**config.mk**
```make
export PLATFORM = sky130hd
export DESIGN_NAME = gbn_sender
export DESIGN_NICKNAME = d
export VERILOG_FILES = /design/src/rtl/gbn_pkg.sv /design/src/rtl/gbn_ack_filter.sv /design/src/rtl/gbn_send_sel.sv /design/src/rtl/gbn_retx_timer.sv /design/src/rtl/gbn_sender.sv
export SDC_FILE = /design/constraint.sdc
export NUM_CORES = 1
export LEC_CHECK = 0
export BUFFER_PORTS_ARGS = -buffer_cell sky130_fd_sc_hd__buf_2
export CORE_MARGIN = 2
export CORE_UTILIZATION = 40
export DETAILED_ROUTE_END_ITERATION = 12
export PLACE_DENSITY = 0.57
export SYNTH_ARGS = -nofsm -noshare
export SYNTH_HDL_FRONTEND = slang
export SYNTH_SLANG_ARGS = --single-unit
```
**constraint.sdc**
```tcl
create_clock -name clk -period 5.82 [get_ports clk]
set_clock_uncertainty 0.2 [all_clocks]
set_input_delay 1.164 -clock clk [delete_from_list [all_inputs] [get_ports clk]]
set_output_delay 1.164 -clock clk [all_outputs]
set_load 0.005 [all_outputs]
```
**src/rtl/gbn_pkg.sv**
```systemverilog
package gbn_pkg;

    localparam int SEQ_W = 3;

    typedef logic [SEQ_W-1:0] seq_t;

    typedef enum logic {
        ACK_READY  = 1'b0,
        ACK_REJECT = 1'b1
    } ack_kind_e;

    // base: oldest unconfirmed, next: next to issue, top: one past newest sent
    typedef struct packed {
        seq_t base;
        seq_t next;
        seq_t top;
    } win_state_t;

endpackage

```
**src/rtl/gbn_ack_filter.sv**
```systemverilog
module gbn_ack_filter
    import gbn_pkg::*;
(
    input  logic ack_valid,
    input  logic ack_rej,
    input  seq_t ack_seq,
    input  seq_t base_q,
    input  seq_t top_q,
    output logic rr_ok,
    output logic rej_ok
);

    seq_t rel_n;
    seq_t outst;

    always_comb begin
        rel_n  = ack_seq - base_q;
        outst  = top_q - base_q;
        rr_ok  = 1'b0;
        rej_ok = 1'b0;
        if (ack_valid) begin
            if (ack_kind_e'(ack_rej) == ACK_READY) begin
                // must confirm at least one frame and no frame beyond the newest
                rr_ok = (rel_n != '0) && (rel_n <= outst);
            end else begin
                // must name a frame that is still unconfirmed
                rej_ok = (rel_n < outst);
            end
        end
    end

endmodule

```
**src/rtl/gbn_send_sel.sv**
```systemverilog
module gbn_send_sel
    import gbn_pkg::*;
#(
    parameter int WIN = 7
) (
    input  logic frame_ready,
    input  seq_t base_q,
    input  seq_t next_q,
    input  seq_t top_q,
    output logic send_valid,
    output logic send_retx,
    output logic new_send
);

    localparam seq_t WIN_S = seq_t'(WIN);

    logic retx_pend;
    logic room;

    always_comb begin
        retx_pend  = (next_q != top_q);
        room       = ((top_q - base_q) < WIN_S);
        new_send   = !retx_pend && frame_ready && room;
        send_retx  = retx_pend;
        send_valid = retx_pend || new_send;
    end

endmodule

```
**src/rtl/gbn_retx_timer.sv**
```systemverilog
module gbn_retx_timer #(
    parameter int TIMEOUT = 64
) (
    input  logic clk,
    input  logic rst_n,
    input  logic run,
    input  logic restart,
    output logic timeout
);

    localparam int CW = $clog2(TIMEOUT + 1);
    localparam logic [CW-1:0] LAST = CW'(TIMEOUT - 1);

    logic [CW-1:0] cnt_d, cnt_q;

    always_comb begin
        timeout = run && (cnt_q == LAST);
        if (!run || restart || timeout) begin
            cnt_d = '0;
        end else begin
            cnt_d = cnt_q + 1'b1;
        end
    end

    always_ff @(posedge clk) begin
        if (!rst_n) begin
            cnt_q <= '0;
        end else begin
            cnt_q <= cnt_d;
        end
    end

    // after a timeout the count starts over, so two never come back to back
    p_timeout_spaced_r9: assert property (@(posedge clk) disable iff (!rst_n)
        timeout |=> !timeout)
        else $error("timeout fired on consecutive cycles");

endmodule

```
**src/rtl/gbn_sender.sv**
```systemverilog
module gbn_sender
    import gbn_pkg::*;
#(
    parameter int WIN     = 7,
    parameter int TIMEOUT = 64
) (
    input  logic                  clk,
    input  logic                  rst_n,
    input  logic                  frame_ready,
    input  logic                  ack_valid,
    input  logic                  ack_rej,
    input  logic [SEQ_W-1:0]      ack_seq,
    output logic                  send_valid,
    output logic                  send_retx,
    output logic [SEQ_W-1:0]      send_seq
);

    localparam seq_t WIN_S = seq_t'(WIN);

    win_state_t st_d, st_q;

    logic rr_ok, rej_ok, new_send, tmo, rewind, restart;
    seq_t outst, next_adv, rel_n, rel_next;

    gbn_ack_filter u_ack (
        .ack_valid (ack_valid),
        .ack_rej   (ack_rej),
        .ack_seq   (ack_seq),
        .base_q    (st_q.base),
        .top_q     (st_q.top),
        .rr_ok     (rr_ok),
        .rej_ok    (rej_ok)
    );

    gbn_send_sel #(.WIN(WIN)) u_sel (
        .frame_ready (frame_ready),
        .base_q      (st_q.base),
        .next_q      (st_q.next),
        .top_q       (st_q.top),
        .send_valid  (send_valid),
        .send_retx   (send_retx),
        .new_send    (new_send)
    );

    gbn_retx_timer #(.TIMEOUT(TIMEOUT)) u_tmr (
        .clk     (clk),
        .rst_n   (rst_n),
        .run     (outst != '0),
        .restart (restart),
        .timeout (tmo)
    );

    assign send_seq = st_q.next;

    always_comb begin
        st_d     = st_q;
        outst    = st_q.top - st_q.base;
        next_adv = st_q.next + seq_t'(send_valid);
        rel_n    = ack_seq - st_q.base;
        rel_next = next_adv - st_q.base;
        rewind   = rej_ok || tmo;

        // a frame offered and taken this cycle always extends the sent range
        st_d.top = st_q.top + seq_t'(new_send);

        if (rr_ok || rej_ok) begin
            st_d.base = ack_seq;
        end

        if (rewind) begin
            st_d.next = st_d.base;
        end else if (rr_ok && (rel_n > rel_next)) begin
            // confirmed frames still waiting for a resend are skipped
            st_d.next = ack_seq;
        end else begin
            st_d.next = next_adv;
        end

        restart = rewind || (st_d.base != st_q.base);
    end

    always_ff @(posedge clk) begin
        if (!rst_n) begin
            st_q <= '0;
        end else begin
            st_q <= st_d;
        end
    end

    // the sent-but-unconfirmed count never exceeds the window
    p_window_bound_r3: assert property (@(posedge clk) disable iff (!rst_n)
        (st_q.top - st_q.base) <= WIN_S)
        else $error("outstanding count above window");

    // a full window admits no new frame
    p_full_blocks_new_r3: assert property (@(posedge clk) disable iff (!rst_n)
        ((st_q.top - st_q.base) == WIN_S) |-> !(send_valid && !send_retx))
        else $error("new frame issued with full window");

    // an accepted receive-ready moves the oldest number to the one it carries
    p_ready_moves_base_r4: assert property (@(posedge clk) disable iff (!rst_n)
        rr_ok |=> st_q.base == $past(ack_seq))
        else $error("receive-ready did not move the window");

    // an accepted reject is answered by resending the named frame next cycle
    p_reject_restarts_r6: assert property (@(posedge clk) disable iff (!rst_n)
        rej_ok |=> (send_valid && send_retx && send_seq == $past(ack_seq)))
        else $error("reject not followed by resend of the named frame");

    // a timeout with no acknowledgement resends the oldest frame next cycle
    p_timeout_rewinds_r8: assert property (@(posedge clk) disable iff (!rst_n)
        (tmo && !rr_ok && !rej_ok) |=>
            (send_valid && send_retx && send_seq == $past(st_q.base)))
        else $error("timeout not followed by resend of the oldest frame");

    // with nothing outstanding there is nothing to resend
    p_idle_no_resend_r9: assert property (@(posedge clk) disable iff (!rst_n)
        (st_q.top == st_q.base) |-> !send_retx)
        else $error("resend with empty window");

endmodule

```
==> out/qor.yml, run 1 <==
critPathMaxFanout: 5
criticalPathCategory: "flop to flop"
hold_path.class: "flop to flop"
slew_violations: 0
placed_area_sq_um: 1272
grt_overflow: 0
ys_seq_elements: 16
drive_above_1_share_pct: 17.65
synth.net_count: 150
grt_max_degree: 12
clk_pin_slew_ns: 0.08
synth-adder-area-share_pct: 18.39
ctsHoldBuffers: 0
layout_common_cells: "dfxtp_1, inv_1, ha_1"
clock-sinks: 16
required_ns: 5.82
core_sq_um: 2805
yosysTopAreaCell: "dfxtp_1"
vias_per_cell: 5.371
slew_headroom_pct: 67.80
setup_tns_ns: 0
syn_to_final_growth_pct: 6.921
ys_types: 38
syn_inst: 126
dr_total_vias: 897
place.detailed.hpwl_mm: 1.996
synth_area_leaders: "dfxtp_1, ha_1, xnor2_1"
path_cells: "ha_1 > inv_1 > fa_1 > xor3_1 > o311a_1 > nand2b_1 > ha_1 > ha_1 > inv_1 > fa_1 > xnor2_1 > xnor2_1 > ha_1 > a311oi_1 > nand2_1 > o21a_1 > o32ai_1"
netlist_area_sq_um: 1211
wl_per_cell_um: 13.93
final_area_sq_um: 1295
grt_pass1_vias: 991
grtUsageTotal_pct: 15.99
cts_post_setup_buffers_inserted: 0
cp_slowest_stage_delay_ns: 0.46
yosysWarningCount: 0
path_buf_inv: 2
die-area_sq_um: 3484
cts_tree: "built"
die_w_um: 59.03
rsz0062_at_grt: "false"
startpoint_type: "flop"
crit_path_end_kind: "flop"
maxCapViolCount: 0
yosysTopAreaCellShare_pct: 26.45
finalHoldWorstSlack_ns: 0.2422
cts-resized-gates: 0
timing_hold_violations_final: 0
start_util_pct: 43.18
drc: 0
final_common_cell: "dfxtp_1"
synth_compound_area_share_pct: 15.50
finalCritPeriodShare_pct: 79.89
port_buffers: 12
cts_buffers: 3
antenna_found_initial: 0
fp.dieH_um: 59.03
setup_viol: 0
num_rows: 19
status: "complete, no violations"
synth_top_family_by_area: "adder cells"
fin_crit_ns: 4.649
grt_first_pass_wirelength_mm: 4.181
clock_path_buffers: 2
fillers: 290
cpMaxStageDelayCell: "dfxtp_1"
antenna_left: 0
worstPathArrival_ns: 4.65
fmax_ghz: 0.2151
avgSynthCellArea_sq_um: 9.612
wirelength_mm: 2.326
drt_first_pass_iters: 4
synth_seq_area_share_pct: 26.45
synthMuxAreaShare_pct: 3.409
place_congestion: 0.8206
htree_levels: 1
ctsRootBufferMaster: "clkbuf_4"
synth_xor_area_share_pct: 14.77
path_common_cell: "ha_1"
num_io_pins: 13
synthSimpleGateAreaFrac_pct: 14.05
worst_pin_slew_ns: 0.4811
drt_iter0_markers: 19
num-nets-final: 162
critPathTopFamily: "adder cells"
diodes: 0
clock_latency_ns: 0.29
path summary, 6_finish.rpt:
path | endpoint | from | cells past startpoint | slack [ns]
worst min register to register | u_tmr.cnt_q[0] | u_tmr.cnt_q[0] | 1 | 0.24
worst max register to register | send_seq[2] | st_q[6] | 17 | 1.17
worst min-delay path | u_tmr.cnt_q[0] | u_tmr.cnt_q[0] | 1 | 0.24
worst max-delay path | send_seq[2] | st_q[6] | 17 | 1.17
registers in the layout (all words and copies together) (netlist names):
name         cells
send_seq         3
st_q             6
u_tmr.cnt_q      7
per-layer routing:
metal  global-route usage (%)  routed length, um  vias to the layer above
li1                         -                  -                      454
met2                    30.79               1184                       15
met5                        0                  0                        -
met4                    6.169                 57                        0
met3                    3.930                 80                        7
met1                    16.30               1003                      421
worst register-to-register path: cells and delay by family, from the launching register on:
kind	cells	cell delay [ns]
compound gates	4	1.13
xor+xnor	3	0.57
fa+ha+maj	6	1.71
buf+inv	2	0.11
flops	1	0.46
simple gates	2	0.37
cell usage after synthesis:
cell	count
nor2b_1	2
o2bb2ai_1	1
and3_1	1
o221a_1	2
buf_4	3
a2bb2oi_1	1
buf_6	1
a21oi_2	1
or3_1	3
fa_1	3
clkbuf_1	1
or2_2	1
o41ai_4	1
xnor2_1	11
nor3_1	2
o311a_1	1
o31ai_1	1
dfxtp_1	16
and2_1	5
mux2_2	1
mux2_4	2
xor3_1	1
xor2_1	4
nand2_1	7
a311oi_1	1
o21a_1	4
nand3_1	6
ha_1	13
nand2b_1	1
a21o_2	1
o21ai_0	2
inv_1	14
a21oi_1	2
o21ai_2	1
xnor3_2	1
o2111ai_1	1
o32ai_1	1
nor2_1	6
logic make-up (layout without fill, tap and decap cells):
logic type,count (synthesis),count (layout)
AND/OR/NAND/NOR,34,34
buffers and inverters,19,29
AO/OA/AOI/OAI,21,21
multiplexers,3,3
flip-flops,16,16
XOR/XNOR,17,17
adder cells (fa/ha/maj),16,16
per-stage QoR:
step / cells / worst slack (ns) / util [%]
final: 167 / 1.171 / 46.16
after global routing: 167 / 0.9329 / 46.16
after CTS: 167 / 1.137 / 46.16
after detailed placement: 164 / 1.164 / 45.36
after global placement: 164 / 1.302 / 45.36
after floorplan: 126 / 1.568 / -
final cells by class:
type,instances,area [sq um],share of cell area (%)
Clock buffer,3,22.52,1.739
Timing Repair Buffer,12,60.06,4.638
Sequential cell,16,320.3,24.73
Multi-Input combinational cell,91,800.8,61.84
Tap cell,31,38.79,2.995
Inverter,14,52.55,4.058
Power of run 1 is left out: the tool's default activity adds up to more than one toggle a clock period on the data nets, which glitch-free logic cannot reach.
==> run 2: changes to the inputs <==
==> constraint.sdc (replaced) <==
create_clock -name clk -period 4.7 [get_ports clk]
set_clock_uncertainty 0.2 [all_clocks]
set_input_delay 0.94 -clock clk [delete_from_list [all_inputs] [get_ports clk]]
set_output_delay 0.94 -clock clk [all_outputs]
set_load 0.005 [all_outputs]
==> run 2 against run 1 <==
  * Fmax up 3.6%
  * Count of clock-buffer cells in the layout up 1
  * Largest cell class unchanged
  * Critical endpoint is now send_seq[0]
  * Sequential share of layout area down 0.96 points
  * Cell count up 2.4%
  * Global-route usage down 0.75 points
  * Critical path depth up 1
  * Routed wire length up 2.3%
  * Hold slack worse by 0.0026 ns
==> out/qor.yml, run 2 (synthesis results as in run 1) <==
drc: 0  # unchanged
place.detailed.hpwl_mm: 1.948  # -2.4%
diodes: 0  # unchanged
num-nets-final: 165  # +1.9%
fp.dieH_um: 59.03  # unchanged
drt_first_pass_iters: 4  # unchanged
num_rows: 19  # unchanged
vias_per_cell: 5.228  # -2.7%
place_inst: 167  # +1.8%
r2r_cells: 18  # +1
fin_cells: 171  # +2.4%
clock-sinks: 16  # unchanged
start_util_pct: 43.18  # unchanged
grt_overflow: 0  # unchanged
fin_crit_ns: 4.487  # -0.1626 ns
critPathMaxFanout: 5  # unchanged
status: "complete, no violations"
slew_headroom_pct: 62.11  # -5.7 points
worst_pin_slew_ns: 0.5661  # +0.08497 ns
drt_iter0_markers: 22  # +3
finalHoldWorstSlack_ns: 0.2396  # -0.002597 ns
criticalPathCategory: "flop to flop"
timing_hold_violations_final: 0  # unchanged
antenna_found_initial: 0  # unchanged
hold_path.class: "flop to flop"
antenna_left: 0  # unchanged
core_sq_um: 2805  # unchanged
layout_common_cells: "dfxtp_1, inv_1, ha_1"
final_core_util_pct: 48.04  # +1.9 points
r2r_end: "send_seq[0]"
startpoint_type: "flop"
regMostFlops: "u_tmr.cnt_q"
place_congestion: 0.7871  # -4.1%
grt_pass1_vias: 883  # -11%
grt_max_degree: 12  # unchanged
ff2ff_setup_slack_ns: 0.21  # -0.96 ns
r2r_start: "st_q[0]"
grtUsageTotal_pct: 15.24  # -0.75 points
cts_buffers: 3  # unchanged
clock_path_buffers: 2  # unchanged
syn_to_final_growth_pct: 11.26
final_area_sq_um: 1348  # +4.1%
drive_above_1_share_pct: 22.14  # +4.5 points
grt_first_pass_wirelength_mm: 3.953  # -5.5%
setup_viol: 0  # unchanged
cts_tree: "built"
htree_levels: 1  # unchanged
clk_pin_slew_ns: 0.09  # about the same
wl_per_cell_um: 13.92  # about the same
final_common_cell: "dfxtp_1"
die-area_sq_um: 3484  # unchanged
maxCapViolCount: 0  # unchanged
worstHoldStart: "u_tmr.cnt_q[0]"
die_w_um: 59.03  # unchanged
num_io_pins: 13  # unchanged
largest_register_ffs: 7  # unchanged
slew_violations: 0  # unchanged
finalCritPeriodShare_pct: 95.46  # +16 points
worstPathArrival_ns: 4.47  # -0.18 ns
required_ns: 4.68  # -1.14 ns
crit_path_end_kind: "flop"
fmax_ghz: 0.2229  # +3.6%
min_to: "u_tmr.cnt_q[0]"
whs_path_depth: 1  # unchanged
port_buffers: 12  # unchanged
placed_area_sq_um: 1295  # +1.8%
dr_total_vias: 894  # -0.33%
clock_latency_ns: 0.28  # about the same
wirelength_mm: 2.380  # +2.3%
ctsHoldBuffers: 0  # unchanged
ctsRootBufferMaster: "clkbuf_4"
## run 2: repair_timing
item / 4_1_cts / 5_1_grt
gates resized for setup: 0 / 3
endpoints found under the setup margin: 0 / 3
setup buffers: 0 / 0
## run 2: per-layer routing
| layer | part of all wire [%] | wire, um | up-vias | GRT usage, % |
|---|---|---|---|---|
| met1 | 41 | 987 | 424 | 17.60 |
| met4 | 0.59 | 14 | 0 | 3.896 |
| met5 | 0 | 0 | - | 0 |
| li1 | - | - | 456 | - |
| met2 | 55 | 1298 | 12 | 27.62 |
| met3 | 3.3 | 79 | 2 | 4.148 |
## run 2: worst max-delay path, cell delays in order (launching register included)
cell and delay (ns):
dfxtp_1 0.36, inv_1 0.07, ha_1 0.14, inv_1 0.05
fa_1 0.36, xor3_1 0.23, o311a_1 0.32, nand2b_1 0.18
ha_1 0.19, ha_1 0.29, inv_1 0.06, fa_1 0.40
xnor2_1 0.19, xnor2_1 0.16, ha_1 0.29, a311oi_2 0.33
nand2_2 0.15, o21a_1 0.20, o221a_1 0.21
## run 2: worst max-delay path by stage
stage / start / to / slack (ns)
after floorplan: st_q[6] / send_seq[1] / 0.45
after global placement: st_q[7] / send_seq[0] / 0.25
after detailed placement: st_q[0] / send_seq[1] / 0.17
after CTS: st_q[0] / send_seq[1] / 0.13
after global routing: st_q[0] / send_seq[2] / -0.03
final: st_q[0] / send_seq[0] / 0.21
## run 2: stage by stage
step	setup WS (ns)	TNS [ns]
final	0.2132	0
after global routing	-0.03049	-0.03985
after CTS	0.1284	0
after detailed placement	0.1653	0
after global placement	0.2493	0
after floorplan	0.4479	0
## run 2: final cells by class
type | instances | area (sq um)
clock buffers | 4 | 36.28
well taps | 31 | 38.79
inverters | 14 | 52.55
flip-flops and latches | 16 | 320.3
multi-input cells | 91 | 817.0
fillers | 291 | 1458
repair buffers | 15 | 82.58
Power of run 2 is left out for the same reason.
==> run 3: changes to the inputs <==
==> constraint.sdc (replaced) <==
create_clock -name clk -period 5.7 [get_ports clk]
set_clock_uncertainty 0.2 [all_clocks]
set_input_delay 1.14 -clock clk [delete_from_list [all_inputs] [get_ports clk]]
set_output_delay 1.14 -clock clk [all_outputs]
set_load 0.005 [all_outputs]
==> run 3 against run 2 <==
  * Routed wire length down 2.9%
  * Die area unchanged
  * Count of clock-buffer cells in the layout unchanged
==> out/qor.yml, run 3 (synthesis results as in run 1) <==
clock_path_buffers: 2  # unchanged
largest_register_ffs: 7  # unchanged
wirelength_mm: 2.311  # -2.9%
criticalPathCategory: "flop to flop"
critPathTopFamily: "adder cells"
crit_path_end_kind: "flop"
r2r_start: "st_q[6]"
syn_to_final_growth_pct: 8.058
core_sq_um: 2805  # unchanged
clock-sinks: 16  # unchanged
r2r_end: "send_seq[1]"
cts-resized-gates: 0  # unchanged
rsz0062_at_grt: "false"
cts_buffers: 3  # unchanged
fmax_ghz: 0.2164  # -2.9%
antenna_found_initial: 0  # unchanged
grtUsageTotal_pct: 15.91  # +0.67 points
antenna_left: 0  # unchanged
slew_headroom_pct: 66.95  # +4.8 points
slew_violations: 0  # unchanged
port_buffers: 12  # unchanged
start_util_pct: 43.18  # unchanged
r2r_cells: 17  # -1
drive_above_1_share_pct: 18.25  # -3.9 points
layout_common_cells: "dfxtp_1, inv_1, ha_1"
worst_pin_slew_ns: 0.4939  # -0.07223 ns
place_congestion: 0.8181  # +3.9%
whs_path_depth: 1  # unchanged
regMostFlops: "u_tmr.cnt_q"
cpMaxStageDelayCell: "dfxtp_1"
setup_viol: 0  # unchanged
fp.dieH_um: 59.03  # unchanged
grt_first_pass_wirelength_mm: 4.126  # +4.4%
timing_hold_violations_final: 0  # unchanged
ctsHoldBuffers: 0  # unchanged
ff2ff_setup_slack_ns: 1.08  # +0.87 ns
cp_slowest_stage_delay_ns: 0.45  # +0.05 ns
dr_total_vias: 870  # -2.7%
ctsRootBufferMaster: "clkbuf_4"
cts_post_setup_buffers_inserted: 0  # unchanged
hold_path.class: "flop to flop"
vias_per_cell: 5.179  # -0.95%
grt_max_degree: 12  # unchanged
num_io_pins: 13  # unchanged
maxCapViolCount: 0  # unchanged
place.detailed.hpwl_mm: 1.982  # +1.8%
grt_overflow: 0  # unchanged
path_cells: "ha_1 > inv_1 > fa_1 > xor3_1 > o311a_1 > nand2b_1 > ha_1 > ha_1 > inv_1 > fa_1 > xnor2_1 > xnor2_1 > ha_1 > a311oi_1 > nand2_1 > o21a_1 > o221a_1"
startpoint_type: "flop"
die_w_um: 59.03  # unchanged
cts_tree: "built"
final_common_cell: "dfxtp_1"
required_ns: 5.69  # +1.01 ns
path_common_cell: "ha_1"
num_rows: 19  # unchanged
critPathMaxFanout: 5  # unchanged
setup_tns_ns: 0  # unchanged
wl_per_cell_um: 13.76  # -1.2%
fin_crit_ns: 4.620  # +0.1336 ns
grt_pass1_vias: 954  # +8.0%
status: "complete, no violations"
htree_levels: 1  # unchanged
min_to: "u_tmr.cnt_q[0]"
finalCritPeriodShare_pct: 81.06  # -14 points
drt_first_pass_iters: 4  # unchanged
drc: 0  # unchanged
drt_iter0_markers: 28  # +27%
clk_pin_slew_ns: 0.09  # about the same
path_buf_inv: 2  # -1
die-area_sq_um: 3484  # unchanged
worstHoldStart: "u_tmr.cnt_q[0]"
worstPathArrival_ns: 4.61  # +0.14 ns
num-nets-final: 162  # -1.8%
clock_latency_ns: 0.28  # about the same
diodes: 0  # unchanged
run 3: cell count changes in the layout (fill, tap and decap cells not counted), sizes merged:
| cell | delta |
|---|---|
| buf | -3 |
run 3: cell type report:
class	instances	area, sq um
well taps	31	38.79
repair buffers	12	60.06
fillers	288	1496
multi-input cells	91	800.8
inverters	14	52.55
flip-flops and latches	16	320.3
clock buffers	4	36.28
run 3: how the worst max path moves through the flow:
stage | startpoint | end | slack (ns) | cells past startpoint
after floorplan | st_q[6] | send_seq[1] | 1.45 | 17
after global placement | st_q[6] | send_seq[0] | 1.18 | 17
after detailed placement | st_q[6] | send_seq[0] | 1.09 | 17
after CTS | st_q[6] | send_seq[0] | 1.06 | 17
after global routing | st_q[6] | send_seq[2] | 0.80 | 17
final | st_q[6] | send_seq[1] | 1.08 | 17
run 3: stage by stage:
step | hold slack, ns | util, % | instances | setup slack (ns) | instance area [sq um]
2_1_floorplan | 0.2130 | - | 126 | 1.448 | 1211
3_3_place_gp | 0.2295 | 45.36 | 164 | 1.184 | 1272
3_5_place_dp | 0.2385 | 45.36 | 164 | 1.089 | 1272
4_1_cts | 0.2542 | 46.65 | 168 | 1.055 | 1309
5_1_grt | 0.2910 | 46.65 | 168 | 0.7954 | 1309
6_report | 0.2480 | 46.65 | 168 | 1.080 | 1309
run 3: metal layers:
metal  routed length (um)  global-route usage, %  part of all wire, %  vias to the layer above
met5                    0                      0                    0                        -
met4                   10                  2.922                 0.43                        0
met3                   64                  3.930                  2.8                        2
met2                 1223                  30.63                   53                       10
met1                 1013                  17.55                   44                      402
li1                     -                      -                    -                      456
Power of run 3 is left out for the same reason.
